--- src/rtl/alu8_pkg.sv ---
package alu8_pkg;

    localparam int DW = 8;

    typedef enum logic [3:0] {
        OP_SUB  = 4'd0,
        OP_SBC  = 4'd1,
        OP_SBCI = 4'd2,
        OP_CMP  = 4'd3,
        OP_CMPB = 4'd4,
        OP_CMPI = 4'd5,
        OP_AND  = 4'd6,
        OP_OR   = 4'd7,
        OP_XOR  = 4'd8,
        OP_SUBI = 4'd9
    } opcode_e;

    typedef enum logic [1:0] {
        LG_AND = 2'd0,
        LG_OR  = 2'd1,
        LG_XOR = 2'd2
    } logic_sel_e;

    typedef struct packed {
        logic c;
        logic z;
        logic n;
        logic v;
        logic s;
    } flags_t;

    typedef struct packed {
        logic       known;
        logic       use_imm;
        logic       use_cin;
        logic       chain_z;
        logic       write;
        logic       is_logic;
        logic_sel_e lsel;
    } ctrl_t;

endpackage

--- src/rtl/alu8_decode.sv ---
module alu8_decode
    import alu8_pkg::*;
(
    input  logic [3:0] op_code,
    output ctrl_t      ctrl
);
    always_comb begin
        ctrl = '{known: 1'b1, use_imm: 1'b0, use_cin: 1'b0, chain_z: 1'b0,
                 write: 1'b0, is_logic: 1'b0, lsel: LG_AND};
        case (op_code)
            OP_SUB:  ctrl.write = 1'b1;
            OP_SUBI: begin
                ctrl.write   = 1'b1;
                ctrl.use_imm = 1'b1;
            end
            OP_SBC: begin
                ctrl.write   = 1'b1;
                ctrl.use_cin = 1'b1;
                ctrl.chain_z = 1'b1;
            end
            OP_SBCI: begin
                ctrl.write   = 1'b1;
                ctrl.use_cin = 1'b1;
                ctrl.chain_z = 1'b1;
                ctrl.use_imm = 1'b1;
            end
            OP_CMP:  ctrl.write = 1'b0;
            OP_CMPB: begin
                ctrl.use_cin = 1'b1;
                ctrl.chain_z = 1'b1;
            end
            OP_CMPI: ctrl.use_imm = 1'b1;
            OP_AND: begin
                ctrl.write    = 1'b1;
                ctrl.is_logic = 1'b1;
                ctrl.lsel     = LG_AND;
            end
            OP_OR: begin
                ctrl.write    = 1'b1;
                ctrl.is_logic = 1'b1;
                ctrl.lsel     = LG_OR;
            end
            OP_XOR: begin
                ctrl.write    = 1'b1;
                ctrl.is_logic = 1'b1;
                ctrl.lsel     = LG_XOR;
            end
            default: ctrl.known = 1'b0;
        endcase
    end
endmodule

--- src/rtl/alu8_subtractor.sv ---
module alu8_subtractor #(
    parameter int W = 8
) (
    input  logic [W-1:0] min_i,
    input  logic [W-1:0] sub_i,
    input  logic         bin_i,
    output logic [W-1:0] diff_o,
    output logic         bout_o,
    output logic         ovf_o
);
    localparam int XW = W + 1;

    logic [XW-1:0] wide;

    always_comb begin
        wide   = {1'b0, min_i} - {1'b0, sub_i} - XW'(bin_i);
        diff_o = wide[W-1:0];
        bout_o = wide[W];
        ovf_o  = (min_i[W-1] != sub_i[W-1]) && (wide[W-1] != min_i[W-1]);
    end
endmodule

--- src/rtl/alu8_flag_unit.sv ---
module alu8_flag_unit
    import alu8_pkg::*;
#(
    parameter int W = 8
) (
    input  flags_t       old_i,
    input  logic         is_logic_i,
    input  logic         chain_z_i,
    input  logic [W-1:0] value_i,
    input  logic         borrow_i,
    input  logic         ovf_i,
    output flags_t       new_o
);
    logic byte_zero;

    always_comb begin
        byte_zero = (value_i == '0);
        new_o.n   = value_i[W-1];
        if (is_logic_i) begin
            new_o.c = old_i.c;
            new_o.v = 1'b0;
            new_o.z = byte_zero;
        end else begin
            new_o.c = borrow_i;
            new_o.v = ovf_i;
            new_o.z = chain_z_i ? (byte_zero & old_i.z) : byte_zero;
        end
        new_o.s = new_o.n ^ new_o.v;
    end
endmodule

--- src/rtl/chain_alu8.sv ---
module chain_alu8
    import alu8_pkg::*;
#(
    parameter int W = 8
) (
    input  logic         clk,
    input  logic         rst_n,
    input  logic         op_valid,
    input  logic [3:0]   op_code,
    input  logic [W-1:0] opnd_a,
    input  logic [W-1:0] opnd_b,
    input  logic [W-1:0] imm_in,
    output logic [W-1:0] res_out,
    output logic         res_we,
    output logic         flag_c,
    output logic         flag_z,
    output logic         flag_n,
    output logic         flag_v,
    output logic         flag_s
);
    typedef struct packed {
        logic [W-1:0] res;
        logic         we;
        flags_t       flg;
    } state_t;

    state_t       st_d, st_q;
    ctrl_t        ctrl;
    logic [W-1:0] sub_opnd;
    logic [W-1:0] diff;
    logic         borrow, ovf;
    logic [W-1:0] logic_res;
    logic [W-1:0] alu_res;
    flags_t       flg_new;

    alu8_decode i_dec (
        .op_code (op_code),
        .ctrl    (ctrl)
    );

    assign sub_opnd = ctrl.use_imm ? imm_in : opnd_b;

    alu8_subtractor #(.W(W)) i_sub (
        .min_i  (opnd_a),
        .sub_i  (sub_opnd),
        .bin_i  (ctrl.use_cin & st_q.flg.c),
        .diff_o (diff),
        .bout_o (borrow),
        .ovf_o  (ovf)
    );

    always_comb begin
        case (ctrl.lsel)
            LG_OR:   logic_res = opnd_a | opnd_b;
            LG_XOR:  logic_res = opnd_a ^ opnd_b;
            default: logic_res = opnd_a & opnd_b;
        endcase
        alu_res = ctrl.is_logic ? logic_res : diff;
    end

    alu8_flag_unit #(.W(W)) i_flags (
        .old_i      (st_q.flg),
        .is_logic_i (ctrl.is_logic),
        .chain_z_i  (ctrl.chain_z),
        .value_i    (alu_res),
        .borrow_i   (borrow),
        .ovf_i      (ovf),
        .new_o      (flg_new)
    );

    always_comb begin
        st_d    = st_q;
        st_d.we = 1'b0;
        if (op_valid && ctrl.known) begin
            st_d.flg = flg_new;
            if (ctrl.write) begin
                st_d.res = alu_res;
                st_d.we  = 1'b1;
            end
        end
    end

    always_ff @(posedge clk or negedge rst_n) begin
        if (!rst_n) st_q <= '0;
        else        st_q <= st_d;
    end

    assign res_out = st_q.res;
    assign res_we  = st_q.we;
    assign flag_c  = st_q.flg.c;
    assign flag_z  = st_q.flg.z;
    assign flag_n  = st_q.flg.n;
    assign flag_v  = st_q.flg.v;
    assign flag_s  = st_q.flg.s;

    a_r1_sub_borrow: assert property (@(posedge clk) disable iff (!rst_n)
        (op_valid && op_code == 4'd0) |=> (flag_c == ($past(opnd_a) < $past(opnd_b))));

    a_r2_chain_z_sticky: assert property (@(posedge clk) disable iff (!rst_n)
        (op_valid && (op_code == 4'd1 || op_code == 4'd2 || op_code == 4'd4) && !flag_z)
        |=> !flag_z);

    a_r5_compare_no_write: assert property (@(posedge clk) disable iff (!rst_n)
        (op_valid && (op_code == 4'd3 || op_code == 4'd4 || op_code == 4'd5))
        |=> (!res_we && $stable(res_out)));

    a_r8_logic_keeps_carry: assert property (@(posedge clk) disable iff (!rst_n)
        (op_valid && (op_code == 4'd6 || op_code == 4'd7 || op_code == 4'd8))
        |=> (!flag_v && $stable(flag_c)));

    a_r9_idle_hold: assert property (@(posedge clk) disable iff (!rst_n)
        (!op_valid || op_code > 4'd9)
        |=> (!res_we && $stable(res_out) && $stable({flag_c, flag_z, flag_n, flag_v, flag_s})));

endmodule

--- config.mk ---
export PLATFORM = sky130hd
export DESIGN_NAME = chain_alu8
export DESIGN_NICKNAME = d
export VERILOG_FILES = /design/src/rtl/alu8_pkg.sv /design/src/rtl/alu8_decode.sv /design/src/rtl/alu8_subtractor.sv /design/src/rtl/alu8_flag_unit.sv /design/src/rtl/chain_alu8.sv
export SDC_FILE = /design/constraint.sdc
export NUM_CORES = 1
export LEC_CHECK = 0
export ABC_AREA = 1
export BUFFER_PORTS_ARGS = -buffer_cell sky130_fd_sc_hd__buf_2
export CAP_MARGIN = 15
export CORE_MARGIN = 2
export CORE_UTILIZATION = 50
export DETAILED_ROUTE_END_ITERATION = 8
export HOLD_SLACK_MARGIN = 0.03
export PLACE_DENSITY_LB_ADDON = 0.3
export SLEW_MARGIN = 20
export SYNTH_ARGS = -nofsm -noshare
export SYNTH_HDL_FRONTEND = slang
export SYNTH_SLANG_ARGS = --single-unit
--- constraint.sdc ---
create_clock -name clk -period 3.14 [get_ports clk]
set_clock_uncertainty 0.15 [all_clocks]
set_input_delay 0.471 -clock clk [delete_from_list [all_inputs] [get_ports clk]]
set_output_delay 0.471 -clock clk [all_outputs]
set_load 0.1 [all_outputs]
==> results of run 1 <==
[flip-flops by register name, summed over array words and instances (netlist names)]
signal,count
res_out,8
flag_c,1
flag_n,1
flag_s,1
flag_v,1
flag_z,1
res_we,1
[power breakdown]
part	internal [mW]	switching (mW)
Clock	0.111	0.0651
Combinational	0.224	0.684
Sequential	0.234	0.0278
[placed cells by master, fill, tap and decap left out, drive strengths merged]
master / instances
o21ai: 31
nand3b: 3
xnor2: 2
buf: 58
a21oi: 5
ha: 33
o221ai: 1
nand4: 1
o22ai: 1
nand3: 25
fa: 2
clkbuf: 4
inv: 56
nor2: 27
dfrtp: 14
o211ai: 1
xor2: 1
nand2: 89
dlygate4sd3: 1
[logic make-up after synthesis]
kind of cell             Yosys count  share of synthesized area, %
adder cells (fa/ha/maj)           35                          23.4
flip-flops                        14                          18.1
buffers and inverters             62                          13.3
AO/OA/AOI/OAI                     39                          12.2
XOR/XNOR                           3                          1.36
AND/OR/NAND/NOR                  145                          31.5
[worst register-to-register path: cells and delay by family, from the launching register on]
kind	cells	cell delay, ps
buf+inv	2	150
compound gates	1	160
flops	1	370
simple gates	10	880
fa+ha+maj	2	660
[through the flow]
step / hold WS, ps / setup WS, ps / power [mW] / area, um2
2_1_floorplan: 25.4 / 64.3 / 0.974 / 1930
3_3_place_gp: 223 / 42.5 / 1.15 / 2260
3_5_place_dp: 226 / -57.4 / 1.16 / 2260
4_1_cts: 333 / 164 / 1.34 / 2330
5_1_grt: 369 / 13.0 / 1.44 / 2340
6_report: 327 / 226 / 1.35 / 2340
[per-layer routing]
metal,track usage [%],part of all wire (%)
met5,0,0
met4,5.36,1.1
met3,2.21,5.9
met2,37.9,48
met1,26.4,45
[worst max-delay path by stage]
stage,cells past startpoint,startpoint,slack (ps),to
after CTS,20,op_code[3],160,flag_s
after global routing,19,op_code[2],10,flag_v
after detailed placement,20,op_code[3],-60,flag_s
after floorplan,18,op_code[3],60,flag_s
after global placement,20,op_code[3],40,flag_s
final,20,op_code[2],230,flag_s
[final cells by class]
| type | instances | share of cell area, % |
|---|---|---|
| flip-flops and latches | 14 | 15.0 |
| well taps | 48 | 2.57 |
| multi-input cells | 222 | 56.8 |
| clock buffers | 4 | 2.35 |
| inverters | 56 | 8.98 |
| repair buffers | 59 | 14.3 |
[what timing repair did]
action	CTS	global route
setup endpoints to repair	0	5
setup buffers	0	1
hold buffers	1	0
resized for setup	0	3
endpoints found under the hold margin	14	0
==> results.json, run 1 <==
{
  "outcome": "finished, final reports clean",
  "p_leak_nw": 1.36,
  "finalSetupViolCount": 0,
  "grt.overflow.total": 0,
  "antenna_found_initial": 0,
  "grt_max_degree": 15,
  "finalWirelength_mm": 4.34,
  "clk_pin_slew_ps": 60,
  "cts_sinks": 14,
  "cp_top_family": "simple AND/OR/NAND/NOR gates",
  "cap_violations": 0,
  "vias": 2003,
  "row_count": 22,
  "placed_cells": 397,
  "hold_end": "res_out[7]",
  "min_path_cells": 2,
  "required_ps": 3130,
  "vdd_drop_max_mv": 0.346,
  "cts_tree": "built",
  "cellPowerDensity_nw_per_um2": 575,
  "drive_above_1_share_pct": 22.8,
  "fill_cells": 382,
  "ys_types": 25,
  "hold_start": "res_out[7]",
  "netlist.area_leader.share_pct": 21.4,
  "ctsLongestPathBuffers": 2,
  "grt_util_all_layers_pct": 21.0,
  "pin_count": 45,
  "portBuffers": 44,
  "grt_pass1_vias": 1780,
  "slew_viol_final": 0,
  "yosys-top-cells-count": "nand2_1, inv_1, ha_1",
  "drt_iter0_drc": 104,
  "drtAntennaViolNets": 0,
  "nets": 422,
  "post-route-drc-count": 0,
  "multi_input_area_um2": 1330,
  "fin_util_pct": 63.4,
  "dr.pass1.iters": 5,
  "synth_ff_type": "dfrtp_1",
  "coreArea_um2": 3690,
  "hold_class": "register to register",
  "cp-end-kind": "register",
  "synth_edf_count": 0,
  "synth_warnings": 0,
  "slew_headroom_pct": 67.0,
  "clock.fmax_mhz": 343,
  "yosys.cell_count.top_type": "nand2_1",
  "crit_fanout": 12,
  "routed_via_density": 4.97,
  "cp_cell_sequence": "buf_2 -> inv_2 -> nor2_2 -> o21ai_0 -> o21ai_1 -> buf_4 -> o21ai_0 -> ha_1 -> inv_1 -> ha_1 -> nand2_1 -> nand2_1 -> a21oi_2 -> nand2_1 -> nand2_1 -> nand3_1 -> nand2_1 -> nor2_1 -> nand2_1 -> nand3_1",
  "critPathArrivalTime_ps": 2900,
  "synth_seq_area_share_pct": 18.1,
  "regArea_um2": 350,
  "syn_nets": 364,
  "num_antenna_cells": 0,
  "initial_core_util_pct": 52.4,
  "path_class": "primary input to register",
  "dieArea_um2": 4380,
  "r2r-start": "flag_c",
  "hold_violations": 0,
  "synth.avg_cell_area_um2": 6.49,
  "period_minus_slack_ps": 2910,
  "insertion_delay_ps": 250,
  "die_w_um": 66.2,
  "fin_setup_tns_ps": 0,
  "netlist_area_um2": 1930,
  "cpPeakStageDelay_ps": 320,
  "synthTopCellsByArea": "ha_1, dfrtp_1, nand2_1",
  "grt_pass1_wl_mm": 7.29,
  "dpl.hpwl_mm": 3.60,
  "synth_cells": 298,
  "ys_ff_latch": 14,
  "stdcell_count": 403,
  "synthToLayoutAreaGrowth_pct": 21.0,
  "wl_per_cell_um": 10.8,
  "regToRegSetupSlack_ps": 670,
  "critPathBufInv": 4,
  "htreeDepth": 1,
  "critPathLaunchType": "primary input",
  "r2r_cells": 15,
  "worst_path_most_repeated_cell": "nand2_1",
  "period_share_pct": 92.8,
  "reg2reg_to": "flag_s",
  "gp_congestion": 0.873,
  "netlist.top_cell.by_area": "ha_1",
  "root_buffer": "clkbuf_8",
  "worst_pin_slew_ps": 499,
  "rsz0062_at_grt": "false",
  "die_h_um": 66.2,
  "cts_made_buffers": 3,
  "critPathSlowestCell": "ha_1",
  "async_flop_share_pct": 100
}
(Power assumes the default switching activity.)
==> inputs of run 2 (changes only) <==
==> constraint.sdc (replaced) <==
create_clock -name clk -period 3.5 [get_ports clk]
set_clock_uncertainty 0.15 [all_clocks]
set_input_delay 0.525 -clock clk [delete_from_list [all_inputs] [get_ports clk]]
set_output_delay 0.525 -clock clk [all_outputs]
set_load 0.1 [all_outputs]
==> run 2 against run 1 <==
Effect of this change:
- first-iteration DRC count grew 20%
- largest cell class unchanged
- critical path type unchanged
- design area is 3.9% lower
- sequential cell count did not move
- routed wire length is 2.4% lower
- via count fell by 0.90%
- clock-buffer cell count stayed put
- largest power group unchanged
==> results.json, run 2 (same netlist as run 1, synthesis figures left out) <==
{
  "vias": 1985,
  "initial_core_util_pct": 52.4,
  "place_ws_ps": 116,
  "cts_sinks": 14,
  "synthToLayoutAreaGrowth_pct": 16.4,
  "root_buffer": "clkbuf_8",
  "grt_pass1_vias": 1810,
  "cp-end-kind": "register",
  "num_antenna_cells": 0,
  "dieArea_um2": 4380,
  "clk_pin_slew_ps": 60,
  "finalWirelength_mm": 4.23,
  "cap_violations": 0,
  "cts_made_buffers": 3,
  "final.setup.worst_slack_ps": 409,
  "required_ps": 3490,
  "finalSetupViolCount": 0,
  "critPathArrivalTime_ps": 3080,
  "period_share_pct": 88.3,
  "dr.pass1.iters": 4,
  "r2r_cells": 15,
  "htreeDepth": 1,
  "drt_iter0_drc": 125,
  "hold_class": "register to register",
  "crit_fanout": 10,
  "grt_max_degree": 15,
  "dpl.hpwl_mm": 3.59,
  "outcome": "finished, final reports clean",
  "worst_pin_slew_ps": 492,
  "row_count": 22,
  "p_leak_nw": 1.30,
  "portBuffers": 44,
  "die_w_um": 66.2,
  "reg2reg_to": "flag_s",
  "mostFrequentLayoutCells": "nand2_1, inv_1, buf_2",
  "rsz0062_at_grt": "false",
  "grt_util_all_layers_pct": 21.5,
  "fin_setup_tns_ps": 0,
  "vdd_drop_max_mv": 0.261,
  "period_minus_slack_ps": 3090,
  "layout_commonest_cell": "nand2_1",
  "multi_input_area_um2": 1330,
  "grt.overflow.total": 0,
  "cts_setup_buffers": 0,
  "hold_end": "res_out[6]",
  "pin_count": 45,
  "post-route-drc-count": 0,
  "grt_pass1_wl_mm": 7.42,
  "slew_viol_final": 0,
  "nets": 410,
  "die_h_um": 66.2,
  "largest_reg_flops": 8,
  "placed_cells": 386,
  "clock.fmax_mhz": 324,
  "drtAntennaViolNets": 0,
  "hold_violations": 0,
  "path_class": "primary input to register",
  "drive_above_1_share_pct": 20.1,
  "antenna_found_initial": 0,
  "slew_headroom_pct": 67.4,
  "routed_via_density": 5.08,
  "r2r-start": "flag_c",
  "regToRegSetupSlack_ps": 1020,
  "critPathLaunchType": "primary input",
  "cellPowerDensity_nw_per_um2": 522,
  "cts_tree": "built",
  "hold_start": "res_out[6]",
  "insertion_delay_ps": 240,
  "ctsLongestPathBuffers": 2,
  "min_path_cells": 2,
  "coreArea_um2": 3690,
  "gp_congestion": 0.884,
  "fill_cells": 403,
  "wl_per_cell_um": 10.8,
  "stdcell_count": 391,
  "regArea_um2": 350
}
==> run 2: cell types whose count changed in the layout (fill, tap and decap cells not counted), sizes merged <==
cell / delta
buf: -12
==> run 2: worst max path at each step <==
stage / cells after the start / startpoint / end / slack [ps]
floorplan: 18 / op_code[3] / flag_s / 370
CTS: 18 / op_code[3] / flag_s / 360
global route: 18 / op_code[3] / flag_v / 70
global placement: 14 / op_code[0] / flag_z / 160
detailed placement: 18 / op_code[3] / flag_z / 120
finish: 21 / op_code[3] / flag_s / 410
==> run 2: power by group <==
part | switching [mW] | internal (mW) | leakage [nW] | total (mW)
registers | 0.0266 | 0.210 | 0.178 | 0.237
clock network | 0.0563 | 0.0996 | 0.0288 | 0.156
logic | 0.604 | 0.178 | 1.09 | 0.782
==> run 2: worst max-delay path, cell delays in order <==
cell	delay [ps]
buf_2	110
inv_1	120
nor2_1	70
o21ai_0	190
o21ai_2	140
buf_4	190
nand2_1	50
o21ai_0	70
ha_1	270
inv_1	40
ha_1	360
nand2_1	110
inv_1	40
a21oi_1	230
nand2_1	110
nand2_1	80
nand3_1	70
nand2_1	120
nor2_1	60
nand2_1	60
nand3_1	70
==> run 2: stage by stage <==
stage / utilization, % / power (mW) / cell area, um2 / hold slack (ps)
final: 61.0 / 1.17 / 2250 / 330
after detailed placement: 59.1 / 1.02 / 2180 / 278
after CTS: 60.9 / 1.18 / 2250 / 332
after global placement: 59.1 / 1.01 / 2180 / 279
after global routing: 61.0 / 1.26 / 2250 / 348
after floorplan: - / 0.874 / 1930 / 79.4
==> run 2: per-layer routing <==
layer	track usage (%)	wire, um	vias up
met4	4.85	63	0
met3	3.92	220	8
met1	26.9	1960	905
met5	0	0	-
met2	38.3	1990	50
li1	-	-	1022
==> run 2: cell type report <==
type	instances	share of cell area [%]
Inverter	56	9.34
Timing Repair Buffer	47	10.9
Multi-Input combinational cell	222	59.1
Sequential cell	14	15.6
Tap cell	48	2.67
Clock buffer	4	2.45
==> run 2: timing repair <==
item | CTS | global route
hold endpoints to repair | 14 | 0
resized for setup | 0 | 1
setup endpoints to repair | 0 | 2
hold buffers | 1 | 0
==> inputs of run 3 (changes only) <==
--- a/config.mk
+++ b/config.mk
@@ -9,7 +9,7 @@
 export BUFFER_PORTS_ARGS = -buffer_cell sky130_fd_sc_hd__buf_2
 export CAP_MARGIN = 15
 export CORE_MARGIN = 2
-export CORE_UTILIZATION = 50
+export CORE_UTILIZATION = 59
 export DETAILED_ROUTE_END_ITERATION = 8
 export HOLD_SLACK_MARGIN = 0.03
 export PLACE_DENSITY_LB_ADDON = 0.3
==> run 3 against run 2 <==
Effect of this change:
- sequential power about the same
- register-to-register slack got worse by 30 ps
- utilization up 11 points
- clock-buffer cell count is the same
- non-clock buffer count did not move
- critical path depth down 1
- worst setup slack gained 25 ps
- design area shrank 1.2%
- first-iteration DRC count is 38% lower
- critical path type unchanged
- critical endpoint unchanged
==> results.json, run 3 (same netlist as run 1, synthesis figures left out) <==
{
  "row_count": 20,
  "vdd_drop_max_mv": 0.662,
  "grt_pass1_vias": 1733,
  "cts_tree": "built",
  "worst_pin_slew_ps": 494,
  "cts_sinks": 14,
  "finalWirelength_mm": 4.43,
  "layout_commonest_cell": "nand2_1",
  "synthToLayoutAreaGrowth_pct": 15.0,
  "rsz0062_at_grt": "false",
  "r2r_cells": 15,
  "drtAntennaViolNets": 0,
  "hold_class": "register to register",
  "mostFrequentLayoutCells": "nand2_1, inv_1, buf_2",
  "die_w_um": 61.2,
  "outcome": "finished, final reports clean",
  "drt_iter0_drc": 77,
  "cellPowerDensity_nw_per_um2": 511,
  "grt_util_all_layers_pct": 25.4,
  "die_h_um": 61.2,
  "root_buffer": "clkbuf_4",
  "dieArea_um2": 3750,
  "dr.pass1.iters": 4,
  "wl_per_cell_um": 11.4,
  "htreeDepth": 1,
  "grt_max_degree": 15,
  "fill_cells": 286,
  "initial_core_util_pct": 62.8,
  "drive_above_1_share_pct": 19.8,
  "pin_count": 45,
  "cts_resized": 0,
  "clock.fmax_mhz": 326,
  "slew_viol_final": 0,
  "fin_setup_tns_ps": 0,
  "r2r-start": "flag_c",
  "required_ps": 3530,
  "finalSetupViolCount": 0,
  "cts_setup_buffers": 0,
  "path_class": "primary input to register",
  "clk_pin_slew_ps": 90,
  "critPathArrivalTime_ps": 3090,
  "grt_pass1_wl_mm": 7.16,
  "post-route-drc-count": 0,
  "cap_violations": 0,
  "reg2reg_to": "flag_s",
  "grt.overflow.total": 0,
  "vias": 1993,
  "routed_via_density": 5.15,
  "period_minus_slack_ps": 3070,
  "hold_violations": 0,
  "slew_headroom_pct": 67.3,
  "p_leak_nw": 1.29,
  "crit_start": "op_code[0]",
  "period_share_pct": 87.6,
  "ctsLongestPathBuffers": 2,
  "cts_made_buffers": 3,
  "nets": 410,
  "cp-end-kind": "register",
  "regToRegSetupSlack_ps": 990,
  "postCtsHoldBufs": 1,
  "critPathLaunchType": "primary input",
  "crit_path_end": "flag_s",
  "insertion_delay_ps": 280,
  "coreArea_um2": 3080,
  "num_antenna_cells": 0,
  "gp_congestion": 0.945,
  "fin_util_pct": 72.2,
  "crit_fanout": 8,
  "largest_reg_flops": 8,
  "antenna_found_initial": 0,
  "dpl.hpwl_mm": 3.69,
  "portBuffers": 44
}
==> run 3: cell counts in the layout (fill, tap and decap cells not counted) <==
Identical to the previous run, type by type.
==> run 3: final cells by class <==
type | instances | area (um2) | share of cell area [%]
multi-input combinational | 222 | 1330 | 59.6
clock buffer | 4 | 36.3 | 1.63
sequential | 14 | 350 | 15.8
tap | 44 | 55.1 | 2.48
inverter | 56 | 210 | 9.46
timing repair buffer | 47 | 245 | 11.0
==> run 3: per-stage QoR <==
step                cells  hold slack [ps]  area (um2)  setup WS, ps  total power, mW
floorplan             298             79.4        1930           370            0.874
finish                387              336        2220           434             1.14
CTS                   387              338        2220           459             1.14
detailed placement    382              275        2180           164             1.02
global placement      382              279        2180           231             1.00
global route          387              358        2220           113             1.21
==> run 3: report_power, final <==
| group | switching [mW] | leakage (nW) | internal, mW |
|---|---|---|---|
| sequential | 0.0247 | 0.178 | 0.209 |
| combinational | 0.609 | 1.09 | 0.175 |
| clock | 0.0535 | 0.0210 | 0.0634 |
==> run 3: how the worst min path moves through the flow <==
stage	startpoint	to	slack (ps)	cells past startpoint
floorplan	rst_n	flag_c	80	0
global placement	rst_n	flag_v	280	1
detailed placement	rst_n	flag_v	280	1
CTS	res_out[0]	res_out[0]	340	2
global route	res_out[6]	res_out[6]	360	2
finish	res_out[0]	res_out[0]	340	2
==> run 3: worst max-delay path, stage by stage <==
cell	delay, ps
buf_2	130
inv_1	70
nor2_1	130
o21ai_0	100
o21ai_1	180
buf_4	220
o21ai_0	90
ha_1	280
inv_1	40
ha_1	350
nand2_1	110
inv_1	40
a21oi_1	230
nand2_1	110
nand2_1	90
nand3_1	60
nand2_1	150
nor2_1	60
nand2_1	60
nand3_1	70
==> run 3: metal layers <==
| metal | up-vias | global-route usage [%] | wire [um] |
|---|---|---|---|
| li1 | 1027 | - | - |
| met1 | 904 | 32.9 | 2040 |
| met2 | 52 | 43.2 | 2130 |
| met3 | 10 | 3.99 | 152 |
| met4 | 0 | 8.70 | 101 |
| met5 | - | 0 | 0 |
